`src/rtl/gar_pkg.sv`:
```
package gar_pkg;
  typedef enum logic {
    GAIN_UNITY = 1'b0,
    GAIN_X100  = 1'b1
  } gain_e;
endpackage

```
`src/rtl/gar_history.sv`:
```
module gar_history #(
  parameter int W = 16
) (
  input  logic                clk,
  input  logic                rst_n,
  input  logic                en,
  input  logic signed [W-1:0] cur,
  output logic signed [W-1:0] prev
);
  logic signed [W-1:0] prev_nxt;

  always_comb begin
    prev_nxt = prev;
    if (en) prev_nxt = cur;
  end

  always_ff @(posedge clk or negedge rst_n) begin
    if (!rst_n) prev <= '0;
    else        prev <= prev_nxt;
  end
endmodule

```
`src/rtl/gar_predictor.sv`:
```
module gar_predictor #(
  parameter int W  = 16,
  localparam int PW = W + 2
) (
  input  logic signed [W-1:0]  cur,
  input  logic signed [W-1:0]  prev,
  output logic signed [PW-1:0] cur_ext,
  output logic signed [PW-1:0] pred
);
  logic signed [PW-1:0] prev_ext;

  always_comb begin
    cur_ext  = {{2{cur[W-1]}}, cur};
    prev_ext = {{2{prev[W-1]}}, prev};
    pred     = (cur_ext <<< 1) - prev_ext;
  end
endmodule

```
`src/rtl/gar_decide.sv`:
```
module gar_decide
  import gar_pkg::*;
#(
  parameter int W        = 16,
  parameter int T_IN_HI  = 162,
  parameter int T_IN_LO  = -162,
  parameter int T_OUT_HI = 32507,
  parameter int T_OUT_LO = -32508,
  localparam int PW = W + 2
) (
  input  gain_e                gain_cur,
  input  logic signed [PW-1:0] cur_ext,
  input  logic signed [PW-1:0] pred,
  output gain_e                gain_nxt
);
  localparam logic signed [PW-1:0] IN_HI  = PW'(T_IN_HI);
  localparam logic signed [PW-1:0] IN_LO  = PW'(T_IN_LO);
  localparam logic signed [PW-1:0] OUT_HI = PW'(T_OUT_HI);
  localparam logic signed [PW-1:0] OUT_LO = PW'(T_OUT_LO);

  logic in_band;
  logic out_risk;

  always_comb begin
    in_band  = (cur_ext > IN_LO) && (cur_ext < IN_HI);
    out_risk = (pred > OUT_HI) || (pred < OUT_LO);
    gain_nxt = gain_cur;
    unique case (gain_cur)
      GAIN_UNITY: if (in_band)  gain_nxt = GAIN_X100;
      GAIN_X100:  if (out_risk) gain_nxt = GAIN_UNITY;
      default:    gain_nxt = GAIN_UNITY;
    endcase
  end
endmodule

```
`src/rtl/gain_autorange.sv`:
```
module gain_autorange
  import gar_pkg::*;
#(
  parameter int W        = 16,
  parameter int T_IN_HI  = 162,
  parameter int T_IN_LO  = -162,
  parameter int T_OUT_HI = 32507,
  parameter int T_OUT_LO = -32508
) (
  input  logic                clk,
  input  logic                rst_n,
  input  logic                smp_vld,
  input  logic signed [W-1:0] smp_data,
  output logic                gain_sel,
  output logic                tag_vld,
  output logic                tag_gain
);
  localparam int PW = W + 2;

  gain_e               gain_q, gain_d;
  logic                tag_vld_q, tag_vld_d;
  logic                tag_gain_q, tag_gain_d;
  logic signed [W-1:0]  prev;
  logic signed [PW-1:0] cur_ext;
  logic signed [PW-1:0] pred;
  gain_e               gain_dec;

  gar_history #(.W(W)) u_hist (
    .clk  (clk),
    .rst_n(rst_n),
    .en   (smp_vld),
    .cur  (smp_data),
    .prev (prev)
  );

  gar_predictor #(.W(W)) u_pred (
    .cur    (smp_data),
    .prev   (prev),
    .cur_ext(cur_ext),
    .pred   (pred)
  );

  gar_decide #(
    .W(W), .T_IN_HI(T_IN_HI), .T_IN_LO(T_IN_LO),
    .T_OUT_HI(T_OUT_HI), .T_OUT_LO(T_OUT_LO)
  ) u_dec (
    .gain_cur(gain_q),
    .cur_ext (cur_ext),
    .pred    (pred),
    .gain_nxt(gain_dec)
  );

  always_comb begin
    gain_d     = gain_q;
    tag_gain_d = tag_gain_q;
    tag_vld_d  = smp_vld;
    if (smp_vld) begin
      gain_d     = gain_dec;
      tag_gain_d = gain_q;
    end
  end

  always_ff @(posedge clk or negedge rst_n) begin
    if (!rst_n) begin
      gain_q     <= GAIN_UNITY;
      tag_vld_q  <= 1'b0;
      tag_gain_q <= 1'b0;
    end else begin
      gain_q     <= gain_d;
      tag_vld_q  <= tag_vld_d;
      tag_gain_q <= tag_gain_d;
    end
  end

  assign gain_sel = gain_q;
  assign tag_vld  = tag_vld_q;
  assign tag_gain = tag_gain_q;
endmodule

```
`config.mk`:
```
export PLATFORM = sky130hd
export DESIGN_NAME = gain_autorange
export DESIGN_NICKNAME = d
export VERILOG_FILES = /design/src/rtl/gar_pkg.sv /design/src/rtl/gar_history.sv /design/src/rtl/gar_predictor.sv /design/src/rtl/gar_decide.sv /design/src/rtl/gain_autorange.sv
export SDC_FILE = /design/constraint.sdc
export NUM_CORES = 1
export LEC_CHECK = 0
export BUFFER_PORTS_ARGS = -buffer_cell sky130_fd_sc_hd__buf_2
export CORE_AREA = 3 3 61 63
export CTS_BUF_LIST = sky130_fd_sc_hd__clkbuf_8
export CTS_CLUSTER_SIZE = 16
export DETAILED_ROUTE_END_ITERATION = 6
export DIE_AREA = 0 0 64 66
export HOLD_SLACK_MARGIN = 0.12
export PLACE_DENSITY = 0.68
export SLEW_MARGIN = 20
export SYNTH_ARGS = -nofsm -noshare
export SYNTH_HDL_FRONTEND = slang
export SYNTH_SLANG_ARGS = --single-unit
```
`constraint.sdc`:
```
create_clock -name clk -period 4.25 [get_ports clk]
set_input_delay 0 -clock clk [delete_from_list [all_inputs] [get_ports clk]]
set_output_delay 0 -clock clk [all_outputs]
set_load 0.01 [all_outputs]
```
# Word-level counts from Yosys, hierarchy flattened
# Index checks and enable logic that the tools add are counted.
[word_totals] register_bits=19 inputBits=19 output_inout_bits=3
[classes] addsub=1 order_cmp=4 muxes=3 bitwise_logic=1 reduce_logical=2
[op_table] operator="$gt 18x16->1 const B" count=1
[op_table] operator="$lt 18x16->1 const B" count=1
[op_table] operator="$sub 17x16->18" count=1
[op_table] operator="$gt 16x9->1 const B" count=1
[op_table] operator="$lt 16x9->1 const B" count=1
[op_table] operator="$mux 1" count=2
[op_table] operator="$pmux 1 s2" count=1
[op_table] operator="$logic_and 1x1->1" count=1
[op_table] operator="$logic_or 1x1->1" count=1
[op_table] operator="$not 1->1" count=1

# Logic depth before layout (Yosys ltp)
# Gate-level depths: netlist of run 1.
[logic_depth] depth_word=5 mapped_depth=10 mapped_depth_nobuf=10

# Hierarchy
# A second synthesis of run 1 with hierarchy kept.
[hier_totals] cells_unflattened=227 hier_area_um2=2014.4
[by_module_without_submodules] mod="gar_predictor" instances=1 cells_each=154 area_each_um2=1068.5 seq_area_each_um2=0.0
[by_module_without_submodules] mod="gar_history" instances=1 cells_each=34 area_each_um2=649.4 seq_area_each_um2=400.4
[by_module_without_submodules] mod="gar_decide" instances=1 cells_each=34 area_each_um2=198.9 seq_area_each_um2=0.0
[by_module_without_submodules] mod="gain_autorange" instances=1 cells_each=5 area_each_um2=97.6 seq_area_each_um2=75.1

# Worst setup path before layout of run 1
# Ideal clock, no wire load.
[synth_path] path_kind="register to register" start="reg u_hist.prev[4]" end="reg gain_q, in the netlist gain_sel" setup_time_ns=0.132 arrival_ns=2.045 required_ns=4.118 slack_ns=2.073 stages_incl_launch_ff=11 path_cell_list="dfrtp_1 inv_1 ha_1 o211ai_2 a211oi_2 nor2_2 o211ai_2 a31oi_1 a311o_1 nor4_1 o22ai_1"
[synth_between] elab_chain_len=5
[synth_lines] element="from (decl)" line="gar_history.sv:8" text="output logic signed [W-1:0] prev"
[synth_lines] element="from (signal assigned)" line="gar_history.sv:19" text="else prev <= prev_nxt;"
[synth_lines] element="$sub 17x16->18 (*)" line="gar_predictor.sv:15" text="pred = (cur_ext <<< 1) - prev_ext;"
[synth_lines] element="$gt 18x16->1 or $lt 18x16->1 (tied branches)" line="gar_decide.sv:26" text="out_risk = (pred > OUT_HI) || (pred < OUT_LO);"
[synth_lines] element="$logic_or 1x1->1 (*)" line="gar_decide.sv:26"
[synth_lines] element="$mux 1 (*)" line="gar_decide.sv:30" text="GAIN_X100: if (out_risk) gain_nxt = GAIN_UNITY;"
[synth_lines] element="$pmux 1 s2 (*)" line="gar_decide.sv:28" text="unique case (gain_cur)"
[synth_lines] element="to (signal assigned)" line="gain_autorange.sv:69" text="gain_q <= gain_d;"
[synth_lines] element="to (decl)" line="gain_autorange.sv:20" text="gain_e gain_q, gain_d;"
# Mark *: on every way between the ends. The rest lies on a longest branch, timed or not.
# A chain may end at the register's enable or synchronous reset.

# Worst setup path in the final report of run 1
[layout_path] start="in smp_data[3]" end="reg gain_q, in the netlist gain_sel"
[layout_between] elab_chain_len=5
[layout_lines] element="from (decl)" line="gain_autorange.sv:13" text="input logic signed [W-1:0] smp_data,"
[layout_lines] element="$sub 17x16->18" line="gar_predictor.sv:15"
[layout_lines] element="$gt 18x16->1 or $lt 18x16->1 (tied branches)" line="gar_decide.sv:26"
[layout_lines] element="$logic_or 1x1->1" line="gar_decide.sv:26"
[layout_lines] element="$mux 1" line="gar_decide.sv:30"
[layout_lines] element="$pmux 1 s2 (*)" line="gar_decide.sv:28"
# Marks and branches as above.

==> summary.txt, run 1 <==
RSZ-0062 raised after global routing = no
Final period utilization = 0.565
Top sig layer = met4
Post-DP HPWL = 2740 um
Nets = 266
Starting Density = 0.480
Clock Path Buffers = 2
Dominant synthesized flop cell = dfrtp_1
Register area share after synthesis = 0.301
CP Data Arrival Time = 2.55 ns
Async SR Flop Fraction = 1.00
Clk sinks = 19
CP endpoint kind = flop
PwrDens = 290 mW/mm2
Final Hold Viols = 0
Maximum clock frequency = 0.416 GHz
Total core area = 0.00328 mm2
Metal-1 WL = 1700 um
Final setup margin = 1.85 ns
Die height = 66 um
Drt pass-1 iters = 4
GPL Wtd Cong = 0.812
Syn avg cell area = 8.17 um2
Die area = 0.00422 mm2
HP Class = in2reg
GR Util All Layers = 0.192
Pleak = 0.000902 uW
Count of pins over their slew limit = 0
Maxcap violations = 0
Min Tclk post-route = 2.40 ns
Synth-to-Final Area Change = 22.6%
Cell Rows = 21
Vias per inst = 5.32
Post-synth EDFFs = 0
Met3 WL post-DR = 66 um
Die X = 64 um
H-tree levels = 1
Filler cell count = 295
Synth area leader = dfrtp_1
Mapped cell area = 0.00158 mm2
Post-synth top area share = 0.301
Synthesized flop and latch total = 19
Remaining antenna violation count = 0
Clk_skew = 0.00844 ns
Worst Max-Slew Pin Slew = 0.523 ns
Slew HR = 0.651
Crit path max fanout = 6
Largest net degree at the start of global routing = 36
Total CTS buffers = 3
IO Pins = 22
Post-CTS Resized = 0
Antenna violations before repair = 0
DR iter-0 viols = 50
Syn nets = 228
Number of setup violations in the final report = 0
Clock Pin Slew Worst Setup and Hold Paths = 0.08 ns
Startpoint type of the worst setup path = primary input
Setup tns final = 0 ns
Post-CTS setup buffer count = 0
ANT cells = 0
Vias in the first global route = 1445
Peak supply drop = 0.203 mV
Status = finished, final reports clean
Final Routed Wirelength = 3660 um
Synth unique cells = 40
Metal2 WL = 1860 um
DR WL/cell = 13.3 um
Clock latency on the worst-skew pair = 0.26 ns
Synth top area cells = dfrtp_1 30%, ha_1 13%, o21ai_0 8.2%, nand2_1 5.7%, inv_1 4.5%
Routed vias = 1468
Place WS = 1.89 ns
Mapped Cells = 193
CTS tree = yes
First-pass GRT wire length = 6400 um
Grt total ovfl = 0
Share of cells above drive strength 1 = 0.157
Data required time of the worst path = 4.40 ns
# DRC = 0
Clk root buf = clkbuf_8
Port bufs = 21
Ys Warns = 0
CP Class = in2reg
## final timing paths
kind / startpoint / endpoint / slack, ns / cells after the start
max: smp_data[3] / gain_sel$_DFFE_PN0P_ / 1.85 / 11
min: smp_vld / tag_vld$_DFF_PN0_ / 0.13 / 1
max reg2reg: u_hist.prev[4]$_DFFE_PN0P_ / gain_sel$_DFFE_PN0P_ / 1.89 / 10
min reg2reg: u_hist.prev[0]$_DFFE_PN0P_ / u_hist.prev[0]$_DFFE_PN0P_ / 0.51 / 1
max in group asynchronous: rst_n / tag_gain$_DFFE_PN0P_ / 3.72 / 2
min in group asynchronous: rst_n / u_hist.prev[3]$_DFFE_PN0P_ / 0.21 / 2
## where the power goes
part | internal, uW | total (uW) | switching, uW
Clock | 65.3 | 133 | 68.0
Combinational | 97.7 | 228 | 130
Sequential | 195 | 199 | 3.95
Total | 358 | 560 | 202
## sequential cells by signal, summed over array words and instances (netlist names)
register     count
u_hist.prev     16
gain_sel         1
tag_gain         1
tag_vld          1
## cell type report
cell class	count	area, um2	area share
Clock buffer	3	41.3	0.0213
Multi-Input combinational cell	150	1010	0.521
Tap cell	46	57.6	0.0298
Sequential cell	19	475	0.246
Inverter	19	71.3	0.0369
Clock inverter	1	5.00	0.00259
Timing Repair Buffer	38	275	0.142
## cells in the mapped netlist, types with 3 or more instances
cell type / instances
a21oi_1: 8
nor4_1: 4
nor2_1: 9
nand2b_1: 4
xor2_1: 8
o21ai_0: 26
inv_1: 19
xnor2_1: 5
nand2_1: 24
a31oi_1: 4
nand3_1: 7
nor3_1: 3
clkbuf_1: 4
dfrtp_1: 19
ha_1: 16
## worst max-delay path, stage by stage
cell and delay (ns):
dlygate4sd3_1 0.52, buf_2 0.14, ha_1 0.39, o211ai_2 0.14, a211oi_2 0.28, nor2_2 0.10, o211ai_2 0.20, a31oi_1 0.12
a311o_1 0.29, nor4_1 0.27, o22ai_1 0.10
## repair_timing
action / 4_1_cts / 5_1_grt
endpoints found under the hold margin: 35 / 0
endpoints found under the setup margin: 0 / 0
hold buffers: 17 / 0
## kinds of logic (layout without fill, tap and decap cells)
| logic type | Yosys count | count (layout) | share of synthesized area |
|---|---|---|---|
| adder cells (fa/ha/maj) | 16 | 16 | 0.127 |
| AND/OR/NAND/NOR | 60 | 60 | 0.179 |
| multiplexers | 2 | 2 | 0.0143 |
| XOR/XNOR | 13 | 13 | 0.0722 |
| AO/OA/AOI/OAI | 59 | 59 | 0.247 |
| flip-flops | 19 | 19 | 0.301 |
| buffers and inverters | 24 | 61 | 0.0595 |
## stage by stage
stage	cells	utilization	area [um2]	total power (uW)	hold slack, ns
finish	276	0.589	1930	560	0.133
global route	276	0.589	1930	602	0.158
CTS	276	0.589	1930	561	0.138
detailed placement	255	0.523	1720	417	-0.0185
global placement	255	0.523	1720	417	-0.0181
floorplan	193	-	1580	366	-0.296
## per-layer routing
layer,GRT usage,vias to the layer above
met5,0,-
met2,0.350,27
met1,0.232,678
li1,-,759
met3,0.0323,4
met4,0.0512,0
## cell usage in the layout, fill, tap and decap left out, drive strengths merged
cell type | netlist | layout
o21ai | 27 | 27
nand2 | 24 | 24
buf | 1 | 21
inv | 19 | 19
dfrtp | 19 | 19
dlygate4sd3 | 0 | 17
ha | 16 | 16
nor2 | 10 | 10
a21oi | 8 | 8
xor2 | 8 | 8
nand3 | 7 | 7
xnor2 | 5 | 5
nand2b | 4 | 4
nor4 | 4 | 4
a31oi | 4 | 4
and3 | 4 | 4
nor3 | 3 | 3
clkbuf | 4 | 3
mux2 | 2 | 2
o211ai | 2 | 2
o21a | 2 | 2
a311o | 2 | 2
nand4 | 2 | 2
nor2b | 2 | 2
a211oi | 2 | 2
a21o | 2 | 2
o221ai | 1 | 1
o21bai | 1 | 1
a31o | 1 | 1
o41a | 1 | 1
o31a | 1 | 1
o31ai | 1 | 1
o41ai | 1 | 1
a41o | 1 | 1
a2111oi | 1 | 1
o22ai | 1 | 1
clkinv | 0 | 1
Power figures use the tool's default switching activity.
==> run 2, diff against run 1 <==
==> constraint.sdc (replaced) <==
create_clock -name clk -period 2.5 [get_ports clk]
set_input_delay 0 -clock clk [delete_from_list [all_inputs] [get_ports clk]]
set_output_delay 0 -clock clk [all_outputs]
set_load 0.01 [all_outputs]
==> run 2 against run 1 <==
Against the previous run: hold slack improved by 0.022 ns; first-iteration DRC count increased by 94%; via count increased by 1.4%; clock power increased by 68%.
==> summary.txt, run 2 (synthesis results as in run 1) <==
Total core area = 0.00328 mm2 (unchanged)
PwrDens = 487 mW/mm2 (+68%)
Routed vias = 1489 (+1.4%)
Maximum clock frequency = 0.414 GHz
Vias in the first global route = 1440 (-0.35%)
Worst path cell trace = dlygate4sd3_1, buf_2, ha_1, o211ai_2, a21oi_2, o21ai_0, nand2b_1, xor2_1, o41ai_1, a41o_1, o22ai_1
Largest net degree at the start of global routing = 35 (-2.8%)
Nets = 267 (+0.38%)
Starting Density = 0.480 (unchanged)
Worst r2r src = u_hist.prev[2]$_DFFE_PN0P_
Clock Pin Slew Worst Setup and Hold Paths = 0.08 ns (about the same)
IO Pins = 22 (unchanged)
Tot Pwr = 971 uW (+73%)
Final Routed Wirelength = 3710 um (+1.5%)
Count of pins over their slew limit = 0 (unchanged)
Die X = 64 um (unchanged)
Worst hold margin = 0.155 ns (+0.0224 ns)
Port bufs = 21 (unchanged)
Pleak = 0.000904 uW (+0.26%)
Clk sinks = 19 (unchanged)
Hold Startpoint = smp_vld
Die height = 66 um (unchanged)
Antenna violations before repair = 0 (unchanged)
CP Class = in2reg
GPL Wtd Cong = 0.815 (+0.39%)
Worst Max-Slew Pin Slew = 0.460 ns (-0.0629 ns)
Post-DP HPWL = 2820 um (+2.9%)
Critical Path Max Stage Delay = 0.53 ns (about the same)
Total CTS buffers = 3 (unchanged)
Cell Rows = 21 (unchanged)
Status = finished, final reports clean
Largest reg by FF count = u_hist.prev
Placed Cells = 256 (+0.39%)
Final period utilization = 0.965
Placed cell area = 0.00173 mm2 (+0.44%)
Drt pass-1 iters = 4 (unchanged)
R2R depth = 10 (unchanged)
Number of setup violations in the final report = 0 (unchanged)
First-pass GRT wire length = 6150 um (-3.9%)
Setup tns final = 0 ns (unchanged)
Maxcap violations = 0 (unchanged)
ANT cells = 0 (unchanged)
# DRC = 0 (unchanged)
CP endpoint kind = flop
GR Util All Layers = 0.186 (-0.00588)
Die area = 0.00422 mm2 (unchanged)
Clk root buf = clkbuf_8
Grt total ovfl = 0 (unchanged)
Peak supply drop = 0.217 mV (+6.9%)
Final Hold Viols = 0 (unchanged)
H-tree levels = 1 (unchanged)
Clock Path Buffers = 2 (unchanged)
Slew HR = 0.693 (+0.0420)
Remaining antenna violation count = 0 (unchanged)
CP max stage cell = dlygate4sd3_1
CP Data Arrival Time = 2.56 ns (about the same)
Fin area = 0.00199 mm2 (+3.1%)
HP Class = in2reg
DR iter-0 viols = 97 (+94%)
Largest register FFs = 16 (unchanged)
Synth-to-Final Area Change = 26.4%
Startpoint type of the worst setup path = primary input
Reg2reg setup slack = 0.16 ns (-1.73 ns)
Layout Cells excl Fill = 277 (+0.36%)
Worst Hold End = tag_vld$_DFF_PN0_
Data required time of the worst path = 2.65 ns (-1.75 ns)
Share of cells above drive strength 1 = 0.190 (+0.0340)
Clock latency on the worst-skew pair = 0.26 ns (about the same)
Reg-to-reg endpoint = gain_sel$_DFFE_PN0P_
Most common cell after layout, fill and taps aside = o21ai_0
RSZ-0062 raised after global routing = no
Vias per inst = 5.38 (+1.1%)
DR WL/cell = 13.4 um (+1.1%)
Clk_skew = 0.00915 ns (+0.000711 ns)
Most frequent cells in the layout = 26 x o21ai_0, 24 x nand2_1, 21 x buf_2
Crit path max fanout = 4 (-2)
Min Tclk post-route = 2.41 ns
CTS tree = yes
Hold depth = 2 (+1)
## run 2: worst max-delay path: cells and delay by family
family	cells	cell delay, ns
adder cells (fa/ha/maj)	1	0.35
XOR/XNOR	1	0.17
buffers and inverters	2	0.68
AND/OR/NAND/NOR	1	0.12
AO/OA/AOI/OAI	6	1.23
## run 2: repair_timing
action	CTS	global route
setup endpoints to repair	0	1
buffers inserted	0	0
hold buffers	17	0
endpoints found under the hold margin	35	0
gates resized for setup	0	9
## run 2: worst max path at each step
stage	slack [ns]	cells after the start	from	endpoint
after detailed placement	0.09	10	u_hist.prev[4]$_DFFE_PN0P_	gain_sel$_DFFE_PN0P_
final	0.09	11	smp_data[1]	gain_sel$_DFFE_PN0P_
after CTS	0.06	11	smp_data[3]	gain_sel$_DFFE_PN0P_
after global routing	0.003	10	u_hist.prev[6]$_DFFE_PN0P_	gain_sel$_DFFE_PN0P_
after global placement	0.14	10	u_hist.prev[4]$_DFFE_PN0P_	gain_sel$_DFFE_PN0P_
after floorplan	0.32	10	u_hist.prev[4]$_DFFE_PN0P_	gain_sel$_DFFE_PN0P_
## run 2: layer usage
metal / wire length, um / vias up / track usage
li1: - / 763 / -
met1: 1630 / 680 / 0.211
met2: 1890 / 38 / 0.352
met3: 121 / 8 / 0.0323
met4: 68 / 0 / 0.0566
met5: 0 / - / 0
## run 2: final cells by class
class,count,area [um2]
fillers,300,1290
multi-input cells,150,1060
flip-flops and latches,19,475
repair buffers,39,283
inverters,19,71.3
well taps,46,57.6
clock buffers,3,41.3
clock inverters,1,5.00
## run 2: report_power, final
part | total [uW] | internal [uW] | switching, uW
clock | 223 | 111 | 112
combinational | 410 | 180 | 230
sequential | 338 | 331 | 6.83
## run 2: metrics by stage
step	setup slack (ns)	util
5_1_grt	0.00279	0.607
3_5_place_dp	0.0901	0.525
4_1_cts	0.0600	0.591
3_3_place_gp	0.142	0.525
2_1_floorplan	0.323	-
6_report	0.0869	0.607
